<file path="src/rtl/fcc_pkg.sv">
package fcc_pkg;

  typedef enum logic [1:0] {
    REG_LOW   = 2'd0,
    REG_HIGH  = 2'd1,
    REG_ALLOC = 2'd2
  } grp_reg_e;

  localparam int unsigned CFG_ADDR   = 0;
  localparam int unsigned GRP_BASE   = 4;
  localparam int unsigned GRP_STRIDE = 12;
  localparam int          DATA_W     = 32;
  localparam int          FORCE_BIT  = 31;

  // Byte address of one register of group g.
  function automatic int unsigned grp_reg_addr(int unsigned g, grp_reg_e kind);
    return GRP_BASE + GRP_STRIDE * g + 4 * 32'(kind);
  endfunction

  // Clamp a value to a ceiling.
  function automatic longint unsigned clamp_to(longint unsigned v, longint unsigned ceiling);
    return (v > ceiling) ? ceiling : v;
  endfunction

  // Net credit update: add, then take one if consumed, floor 0, ceiling clamp.
  function automatic longint unsigned credit_next(longint unsigned cur, longint unsigned add,
                                                   logic take, longint unsigned ceiling);
    longint unsigned s;
    s = cur + add;
    if (take && (s != 0)) s = s - 1;
    return clamp_to(s, ceiling);
  endfunction

  // Hysteresis: below low -> pause, at or above high -> release, else hold.
  function automatic logic hyst_next(logic prev, longint unsigned cnt,
                                     longint unsigned lo, longint unsigned hi);
    if (cnt < lo)       return 1'b1;
    else if (cnt >= hi) return 1'b0;
    else                return prev;
  endfunction

endpackage

</file>
<file path="src/rtl/fcc_regdec.sv">
module fcc_regdec
  import fcc_pkg::*;
#(
  parameter int NUM_GROUPS = 4,
  parameter int ADDR_W     = 8
) (
  input  logic                  clk,
  input  logic                  rst_n,
  input  logic                  wr_en,
  input  logic [ADDR_W-1:0]     wr_addr,
  input  logic [NUM_GROUPS:0]   cfg_bits,
  output logic                  glob_en,
  output logic [NUM_GROUPS-1:0] grp_en,
  output logic [NUM_GROUPS-1:0] low_stb,
  output logic [NUM_GROUPS-1:0] high_stb,
  output logic [NUM_GROUPS-1:0] alloc_stb
);

  logic cfg_hit;
  assign cfg_hit = wr_en && (wr_addr == ADDR_W'(CFG_ADDR));

  always_ff @(posedge clk) begin
    if (!rst_n) begin
      glob_en <= 1'b0;
      grp_en  <= '0;
    end else if (cfg_hit) begin
      glob_en <= cfg_bits[0];
      grp_en  <= cfg_bits[NUM_GROUPS:1];
    end
  end

  for (genvar g = 0; g < NUM_GROUPS; g++) begin : g_dec
    assign low_stb[g]   = wr_en && (wr_addr == ADDR_W'(grp_reg_addr(g, REG_LOW)));
    assign high_stb[g]  = wr_en && (wr_addr == ADDR_W'(grp_reg_addr(g, REG_HIGH)));
    assign alloc_stb[g] = wr_en && (wr_addr == ADDR_W'(grp_reg_addr(g, REG_ALLOC)));
  end

endmodule

</file>
<file path="src/rtl/fcc_group.sv">
module fcc_group
  import fcc_pkg::*;
#(
  parameter int CNT_W = 16
) (
  input  logic        clk,
  input  logic        rst_n,
  input  logic        active,
  input  logic        low_stb,
  input  logic        high_stb,
  input  logic        alloc_stb,
  input  logic [31:0] wr_data,
  input  logic        consume,
  output logic        pause_o
);

  localparam longint unsigned CNT_MAX = (64'd1 << CNT_W) - 64'd1;

  logic [CNT_W-1:0] cnt_q, cnt_d, low_q, high_q;
  logic             force_q, force_d, hold_q, hold_d;
  logic [30:0]      wr_val;

  // Named events for the assertions.
  logic add_stb, force_stb, consume_hit;
  assign wr_val      = wr_data[30:0];
  assign add_stb     = alloc_stb && !wr_data[FORCE_BIT];
  assign force_stb   = alloc_stb &&  wr_data[FORCE_BIT];
  assign consume_hit = consume;

  always_comb begin
    cnt_d   = CNT_W'(credit_next(64'(cnt_q), add_stb ? 64'(wr_val) : 64'd0,
                                 consume_hit, CNT_MAX));
    force_d = force_stb ? 1'b1 : (add_stb ? 1'b0 : force_q);
    hold_d  = (active && !force_d) ?
              hyst_next(hold_q, 64'(cnt_d), 64'(low_q), 64'(high_q)) : 1'b0;
  end

  always_ff @(posedge clk) begin
    if (!rst_n) begin
      cnt_q   <= '0;
      low_q   <= '0;
      high_q  <= '0;
      force_q <= 1'b0;
      hold_q  <= 1'b0;
    end else begin
      cnt_q   <= cnt_d;
      force_q <= force_d;
      hold_q  <= hold_d;
      if (low_stb)  low_q  <= CNT_W'(clamp_to(64'(wr_val), CNT_MAX));
      if (high_stb) high_q <= CNT_W'(clamp_to(64'(wr_val), CNT_MAX));
    end
  end

  assign pause_o = hold_q && active && !force_q;

  // floor at zero
  assert_floor_zero_R4: assert property (@(posedge clk) disable iff (!rst_n)
    (cnt_q == '0) && consume_hit && !add_stb |=> (cnt_q == '0));

  // plain decrement
  assert_consume_dec_R4: assert property (@(posedge clk) disable iff (!rst_n)
    (cnt_q != '0) && consume_hit && !add_stb |=> (cnt_q == $past(cnt_q) - 1'b1));

  // plain add below the ceiling
  assert_add_R3: assert property (@(posedge clk) disable iff (!rst_n)
    add_stb && !consume_hit && ((64'(cnt_q) + 64'(wr_val)) <= CNT_MAX)
    |=> (64'(cnt_q) == $past(64'(cnt_q) + 64'(wr_val))));

  // add and consume together
  assert_net_R5: assert property (@(posedge clk) disable iff (!rst_n)
    add_stb && consume_hit && ((64'(cnt_q) + 64'(wr_val)) >= 64'd1)
    && ((64'(cnt_q) + 64'(wr_val)) <= CNT_MAX + 64'd1)
    |=> (64'(cnt_q) == $past(64'(cnt_q) + 64'(wr_val)) - 64'd1));

  // force write drops pause on the next edge
  assert_force_clears_R8: assert property (@(posedge clk) disable iff (!rst_n)
    force_stb |=> !pause_o);

  // pause is only entered below the low level
  assert_pause_entry_R6: assert property (@(posedge clk) disable iff (!rst_n)
    $rose(hold_q) && $stable(low_q) |-> (cnt_q < low_q));

endmodule

</file>
<file path="src/rtl/rx_credit_fc.sv">
module rx_credit_fc
  import fcc_pkg::*;
#(
  parameter int NUM_GROUPS = 4,
  parameter int ADDR_W     = 8,
  parameter int CNT_W      = 16
) (
  input  logic                  clk,
  input  logic                  rst_n,
  input  logic                  wr_en,
  input  logic [ADDR_W-1:0]     wr_addr,
  input  logic [31:0]           wr_data,
  input  logic [NUM_GROUPS-1:0] rx_consume,
  output logic [NUM_GROUPS-1:0] rx_pause
);

  logic                  glob_en;
  logic [NUM_GROUPS-1:0] grp_en, low_stb, high_stb, alloc_stb;

  fcc_regdec #(.NUM_GROUPS(NUM_GROUPS), .ADDR_W(ADDR_W)) u_dec (
    .clk       (clk),
    .rst_n     (rst_n),
    .wr_en     (wr_en),
    .wr_addr   (wr_addr),
    .cfg_bits  (wr_data[NUM_GROUPS:0]),
    .glob_en   (glob_en),
    .grp_en    (grp_en),
    .low_stb   (low_stb),
    .high_stb  (high_stb),
    .alloc_stb (alloc_stb)
  );

  for (genvar g = 0; g < NUM_GROUPS; g++) begin : g_grp
    fcc_group #(.CNT_W(CNT_W)) u_grp (
      .clk       (clk),
      .rst_n     (rst_n),
      .active    (glob_en && grp_en[g]),
      .low_stb   (low_stb[g]),
      .high_stb  (high_stb[g]),
      .alloc_stb (alloc_stb[g]),
      .wr_data   (wr_data),
      .consume   (rx_consume[g]),
      .pause_o   (rx_pause[g])
    );
  end

endmodule

</file>
<file path="config.mk">
export PLATFORM = sky130hd
export DESIGN_NAME = rx_credit_fc
export DESIGN_NICKNAME = d
export VERILOG_FILES = /design/src/rtl/fcc_pkg.sv /design/src/rtl/fcc_regdec.sv /design/src/rtl/fcc_group.sv /design/src/rtl/rx_credit_fc.sv
export SDC_FILE = /design/constraint.sdc
export NUM_CORES = 1
export LEC_CHECK = 0
export ABC_AREA = 1
export BUFFER_PORTS_ARGS = -buffer_cell sky130_fd_sc_hd__buf_4
export CORE_MARGIN = 3
export CORE_UTILIZATION = 25
export CTS_BUF_LIST = sky130_fd_sc_hd__clkbuf_16
export CTS_CLUSTER_DIAMETER = 100
export DETAILED_ROUTE_END_ITERATION = 6
export HOLD_SLACK_MARGIN = 0.08
export REMOVE_ABC_BUFFERS = 1
export SYNTH_ARGS = -nofsm -noshare
export SYNTH_HDL_FRONTEND = slang
export SYNTH_HIERARCHICAL = 1
export SYNTH_SLANG_ARGS = --single-unit
</file>
<file path="constraint.sdc">
create_clock -name clk -period 11.8 [get_ports clk]
set_input_delay 2.95 -clock clk [delete_from_list [all_inputs] [get_ports clk]]
set_output_delay 2.95 -clock clk [all_outputs]
set_load 0.05 [all_outputs]
</file>
==> metrics, run 1 <==
Die W=about 320 um; WL final=approximately 90000 um; Primary FF master, synth=dfxtp_1; initial antenna violation count=3; CTS buffer count=26; Seq/Total Area, Yosys=0.162; final max-slew violation count=0; worst reg2reg setup slack=between 5 and 6 ns; Synthesis Warnings=6; largest net degree at the start of global routing=roughly 110; leakage=approximately 15 nW; Non-Filler Instances=6053; hold buffers post-CTS=0; critical path's slowest cell=nand2_1; top fanout value on the critical path=20; max cap viols=0; Vias/cell=between 4 and 5; Mapped Cells=between 4000 and 5000; DRC=0; grt total ovfl=0; via count=28291; final hold slack=between 0.4 and 0.5 ns; layout cells sized above 1=0.0631; ANT nets after route=0; DRT iter0 DRCs=roughly 2100; Max VDD drop=around 0.08 mV; Top cell by count, worst path=nand2_1; Avg WL per Cell=roughly 15 um; port buffer count=50; vias in the first global route=between 20000 and 30000; CP max stage delay=between 0.5 and 0.6 ns; Slew @ Worst Pin=~1.1 ns; fmax=0.0971 GHz; Area growth, synth to finish=10.2%; CP arrival=10.80 ns; Final Skew=0.0104 ns; count of final hold-check violations=0; # fillers=11613; Setup violations, final=0; TritonCTS Sinks=around 210; first-pass GRT wire length=about 140000 um; die footprint=~0.11 mm^2; clk_lat worst skew=about 0.56 ns; Post-synth EDFFs=0; Core Area=around 0.1 mm^2; placed instance area=roughly 0.027 mm^2; final weighted congestion of routability-driven global placement=a little under 1; Multi-input gate area=0.0177 mm^2; Final #Nets=approximately 4900; htree depth=1; drt pass-1 iters=6; outcome=finished clean; Crit. End Element=register; CTS tree=done; hpwl dp=around 72000 um; post-route cell area=about 0.028 mm^2; TNS Setup=0 ns; io pins=51; deepest clock path buffer count=3; Max-slew headroom=0.239; Sw Ratio=0.336; clock slew at reported path FFs=roughly 0.060 ns; #FFs+latches synth=just over 200; sw power=0.680 mW; RSZ-0062 raised after global routing=no; Pwr Density=~72 mW/mm^2; Sequential cell area=around 0.0041 mm^2; post-route minimum period=just over 10 ns; Clk pwr share=0.403; sequential power share=0.358; Internal=between 1 and 1.5 mW; Avg Cell Area, Syn=roughly 5.4 um^2; Chip Height=between 300 and 400 um; FP Rows=between 100 and 150; worst path required time=12.30 ns; Post-Place Cells=~6000; Initial Util=0.253; Combinational Power Share=0.239; synthesized cell area=about 0.025 mm^2; Tcrit/Tclk final=0.873; Root Buffer=clkbuf_16; kind of critical path=primary input to register; Post-CTS Resized=0; min-delay worst type=register to register; startpoint types=primary input; Yosys cell types=44; GR Util All Layers=0.164; asr flop ratio synth=0; Post CTS Setup Buffer Count=0
[critical path: cells and delay by family]
kind                       cells  cell delay [ns]
buffers and inverters          5             0.75
AOI/OAI and AO/OA             11             1.31
and+or+nand+nor               27             4.67
adders and majority gates      4             1.08
[path summary, 6_finish.rpt]
path,from,endpoint,depth (start not counted)
max,wr_addr[7],g_grp[2].u_grp/hold_q$_SDFFE_PN0P_,47
min,u_dec/grp_en[0]$_SDFFE_PN0P_,u_dec/grp_en[0]$_SDFFE_PN0P_,2
max reg2reg,g_grp[0].u_grp/cnt_q[0]$_SDFF_PN0_,g_grp[0].u_grp/hold_q$_SDFFE_PN0P_,41
min reg2reg,u_dec/grp_en[0]$_SDFFE_PN0P_,u_dec/grp_en[0]$_SDFFE_PN0P_,2
[metal layers]
layer	wire [um]	part of all wire	vias up	global-route usage
li1	-	-	14642	-
met1	43200	0.48	12766	0.230
met2	39600	0.44	770	0.266
met3	5100	0.057	111	0.0174
met4	2120	0.023	2	0.0421
met5	15	0.00017	-	0
[state kept, by name (all words and copies together), names as in the netlist]
register,count
g_grp.u_grp/force_q,4
u_dec/grp_en,4
u_dec/glob_en,1
g_grp.u_grp/low_q,64
g_grp.u_grp/high_q,64
g_grp.u_grp/hold_q,4
g_grp.u_grp/cnt_q,64
[per-stage QoR]
| step | power, mW | setup slack, ns | utilization |
|---|---|---|---|
| 2_1_floorplan | 1.04 | 2.49 | - |
| 3_3_place_gp | 1.21 | 1.22 | 0.270 |
| 3_5_place_dp | 1.22 | 1.12 | 0.270 |
| 4_1_cts | 2.04 | 1.67 | 0.279 |
| 5_1_grt | 2.13 | 0.605 | 0.279 |
| 6_report | 2.02 | 1.50 | 0.279 |
[power groups by stage]
stage	Combinational, mW	Sequential [mW]	Clock [mW]
2_1_floorplan	0.309	0.735	0
3_3_place_gp	0.474	0.738	0
3_5_place_dp	0.478	0.738	0
4_1_cts	0.482	0.723	0.838
5_1_grt	0.548	0.724	0.859
6_report	0.484	0.722	0.814
[cells in the mapped netlist (10+ instances only)]
master    count  area (um^2)
ha_1        200         2500
a21oi_1     204         1020
inv_1       787         2950
clkbuf_1     48          180
nor2_2       46          288
nand3_2      28          280
o21ai_0     148          741
nor2_1      608         2280
nand2_1    1536         5770
nor2_4       10          113
xnor2_1      20          175
buf_4        12         90.1
nand2_2      16          100
nor4_1       16          100
nand4_1     114          713
nor3_1       44          220
inv_2        51          191
xor2_1       48          420
dfxtp_1     205         4100
a211oi_1     12         90.1
nand3_1     384         1920
nand3b_1     20          150
buf_6        12          135
[placed cells by master (no fill, tap or decap), drive strengths merged, types with 48 or more instances in the layout]
cell,netlist,layout
dfxtp,205,205
buf,36,62
nand3,413,413
xor2,48,48
a21oi,208,208
o21ai,160,160
nand2,1561,1561
nand4,122,122
ha,200,200
nor3,48,48
inv,838,842
nor2,665,665
[cells by family (layout without fill, tap and decap cells)]
logic type | after synthesis | after routing | synth area share
other | 0 | 2 | 0
adders and majority gates | 204 | 204 | 0.102
buffers and inverters | 922 | 948 | 0.142
and+or+nand+nor | 2861 | 2861 | 0.485
AOI/OAI and AO/OA | 408 | 408 | 0.0859
xor gates and xnor gates | 68 | 68 | 0.0235
DFF | 205 | 205 | 0.162
[cell type report]
class	instances	area share
Antenna cell	2	0.000179
Clock buffer	27	0.0241
Clock inverter	21	0.00680
Inverter	838	0.112
Multi-Input combinational cell	3541	0.632
Sequential cell	205	0.147
Tap cell	1357	0.0607
Timing Repair Buffer	62	0.0168
(Power assumes the default switching activity.)
==> run 2, diff against run 1 <==
--- a/config.mk
+++ b/config.mk
@@ -13,6 +13,7 @@
 export CTS_CLUSTER_DIAMETER = 100
 export DETAILED_ROUTE_END_ITERATION = 6
 export HOLD_SLACK_MARGIN = 0.08
+export MAX_ROUTING_LAYER = met4
 export REMOVE_ABC_BUFFERS = 1
 export SYNTH_ARGS = -nofsm -noshare
 export SYNTH_HDL_FRONTEND = slang
==> run 2 against run 1 <==
  * Die area did not move
  * Via count up 0.53%
  * Core utilization down 0.068 points
  * Non-clock buffer count stayed put
  * Sequential power about the same
  * Power down 2.8%
  * Worst setup slack got worse by 0.052 ns
  * Wire length rose by 0.43%
  * First-iteration DRC count grew 14%
  * Final cell count did not move
  * Largest cell class unchanged
==> metrics, run 2 (synthesized netlist as in run 1, its figures left out) <==
outcome=finished clean; io pins=51; die footprint=about 0.11 mm^2; clock slew at reported path FFs=0.06 ns; Pwr Density=70.3 mW/mm^2; worst path required time=12.29 ns; port buffer count=50; Clk pwr share=0.385; Post CTS Setup Buffer Count=0; r2r startpoint=g_grp[0].u_grp/cnt_q[0]$_SDFF_PN0_; max cap viols=0; Post-CTS Resized=0; TritonCTS Sinks=around 210; Tcrit/Tclk final=0.877; Crit. End Element=register; deepest clock path buffer count=3; Max VDD drop=between 0.08 and 0.09 mV; drt pass-1 iters=6; worst reg2reg setup slack=5.19 ns; ANT nets after route=0; Die W=325 um; min-delay worst type=register to register; largest net degree at the start of global routing=107; Internal=around 1.3 mW; R2R depth=41; commonest non-fill, non-tap cell in the layout=nand2_1; initial antenna violation count=3; Crit path depth=48; Buf/Inv on CP=5; CP arrival=approximately 11 ns; hold buffers post-CTS=0; Root Buffer=clkbuf_16; DRT iter0 DRCs=between 2000 and 2500; critical path's slowest cell=nor2_2; Area growth, synth to finish=9.97%; GR Util All Layers=0.171; Slew @ Worst Pin=approximately 1.4 ns; hpwl dp=~71000 um; post-place setup slack=about 1.0 ns; crit path launch=wr_addr[7]; Worst Setup EP=g_grp[2].u_grp/hold_q$_SDFFE_PN0P_; placed instance area=roughly 0.027 mm^2; Core Area=0.100 mm^2; DRC=0; reg-to-reg endpoint=g_grp[0].u_grp/hold_q$_SDFFE_PN0P_; Avg WL per Cell=around 15 um; CP max stage delay=between 0.6 and 0.7 ns; post-route minimum period=around 10 ns; Sw Ratio=0.341; startpoint types=primary input; Top cell by count, worst path=nand2_1; kind of critical path=primary input to register; count of final hold-check violations=0; Chip Height=between 300 and 400 um; RSZ-0062 raised after global routing=no; grt total ovfl=0; first-pass GRT wire length=roughly 140000 um; Final Worst Setup Slack=1.45 ns; final max-slew violation count=0; Vias/cell=about 4.7; FP Rows=116; WL final=between 90000 and 100000 um; fmax=0.0966 GHz; leakage=roughly 15 nW; final weighted congestion of routability-driven global placement=0.985; CTS buffer count=26; sw power=0.670 mW; Initial Util=0.253; commonest non-fill, non-tap cells in the layout=nand2_1 (1536), inv_1 (793), nor2_1 (601); Max-slew headroom=0.0930; vias in the first global route=26359; post-route cell area=around 0.028 mm^2; top fanout value on the critical path=20; htree depth=1; Worst path top cell family by delay=simple AND/OR/NAND/NOR gates; Final Skew=between 0.009 and 0.01 ns; Largest regs=g_grp.u_grp/cnt_q: 64 flops, g_grp.u_grp/high_q: 64 flops, g_grp.u_grp/low_q: 64 flops; sequential power share=0.368; TNS Setup=0 ns; Combinational Power Share=0.247; clk_lat worst skew=around 0.56 ns; via count=28441; layout cells sized above 1=0.0618; CTS tree=done; Final #Nets=4925; Setup violations, final=0
[run 2: cell types whose count changed in the layout (fill, tap and decap cells not counted)]
cell | previous run | this run
buf_8 | 0 | 1
clkinv_1 | 4 | 6
inv_1 | 790 | 793
nor2_4 | 11 | 10
diode_2 | 2 | 3
nor2_2 | 52 | 53
clkinv_4 | 2 | 0
buf_4 | 61 | 60
clkinvlp_4 | 3 | 1
bufinv_16 | 3 | 1
[run 2: cell type report]
type | count | area, um^2
sequential | 205 | 4100
multi-input combinational | 3541 | 17700
inverter | 838 | 3150
fill | 11632 | 72500
tap | 1357 | 1700
clock buffer | 27 | 676
timing repair buffer | 62 | 477
antenna | 3 | 7.51
clock inverter | 20 | 116
[run 2: power groups by stage]
stage	Sequential, mW	Combinational [mW]	Clock (mW)
finish	0.723	0.485	0.755
global route	0.724	0.550	0.804
CTS	0.723	0.482	0.778
detailed placement	0.738	0.478	0
global placement	0.737	0.473	0
floorplan	0.735	0.309	0
[run 2: how the worst min path moves through the flow]
stage,slack (ns),depth (start not counted),to,startpoint
floorplan,0.45,2,u_dec/grp_en[0]$_SDFFE_PN0P_,u_dec/grp_en[0]$_SDFFE_PN0P_
global placement,0.47,2,u_dec/grp_en[2]$_SDFFE_PN0P_,u_dec/grp_en[2]$_SDFFE_PN0P_
detailed placement,0.47,2,u_dec/grp_en[1]$_SDFFE_PN0P_,u_dec/grp_en[1]$_SDFFE_PN0P_
CTS,0.49,2,u_dec/grp_en[1]$_SDFFE_PN0P_,u_dec/grp_en[1]$_SDFFE_PN0P_
global route,0.53,2,u_dec/grp_en[3]$_SDFFE_PN0P_,u_dec/grp_en[3]$_SDFFE_PN0P_
finish,0.48,2,u_dec/grp_en[1]$_SDFFE_PN0P_,u_dec/grp_en[1]$_SDFFE_PN0P_
[run 2: worst min-delay path, cell delays in order, from the launching register on]
cell and delay [ns]:
dfxtp_1 0.32, nor2_1 0.05, nor2_1 0.08
[run 2: layer usage]
metal  track usage  vias to the layer above  part of all wire
li1              -                    14649                 -
met1         0.233                    12799              0.47
met2         0.270                      861              0.44
met3        0.0146                      132             0.061
met4        0.0469                        0             0.027
met5             -                        -                 0
[run 2: per-stage QoR]
| stage | utilization | power, mW | std cells | hold slack (ns) |
|---|---|---|---|---|
| final | 0.278 | 1.96 | 6053 | 0.482 |
| after global routing | 0.278 | 2.08 | 6053 | 0.532 |
| after CTS | 0.278 | 1.98 | 6049 | 0.487 |
| after detailed placement | 0.270 | 1.22 | 6002 | 0.475 |
| after global placement | 0.270 | 1.21 | 6002 | 0.469 |
| after floorplan | - | 1.04 | 4584 | 0.455 |
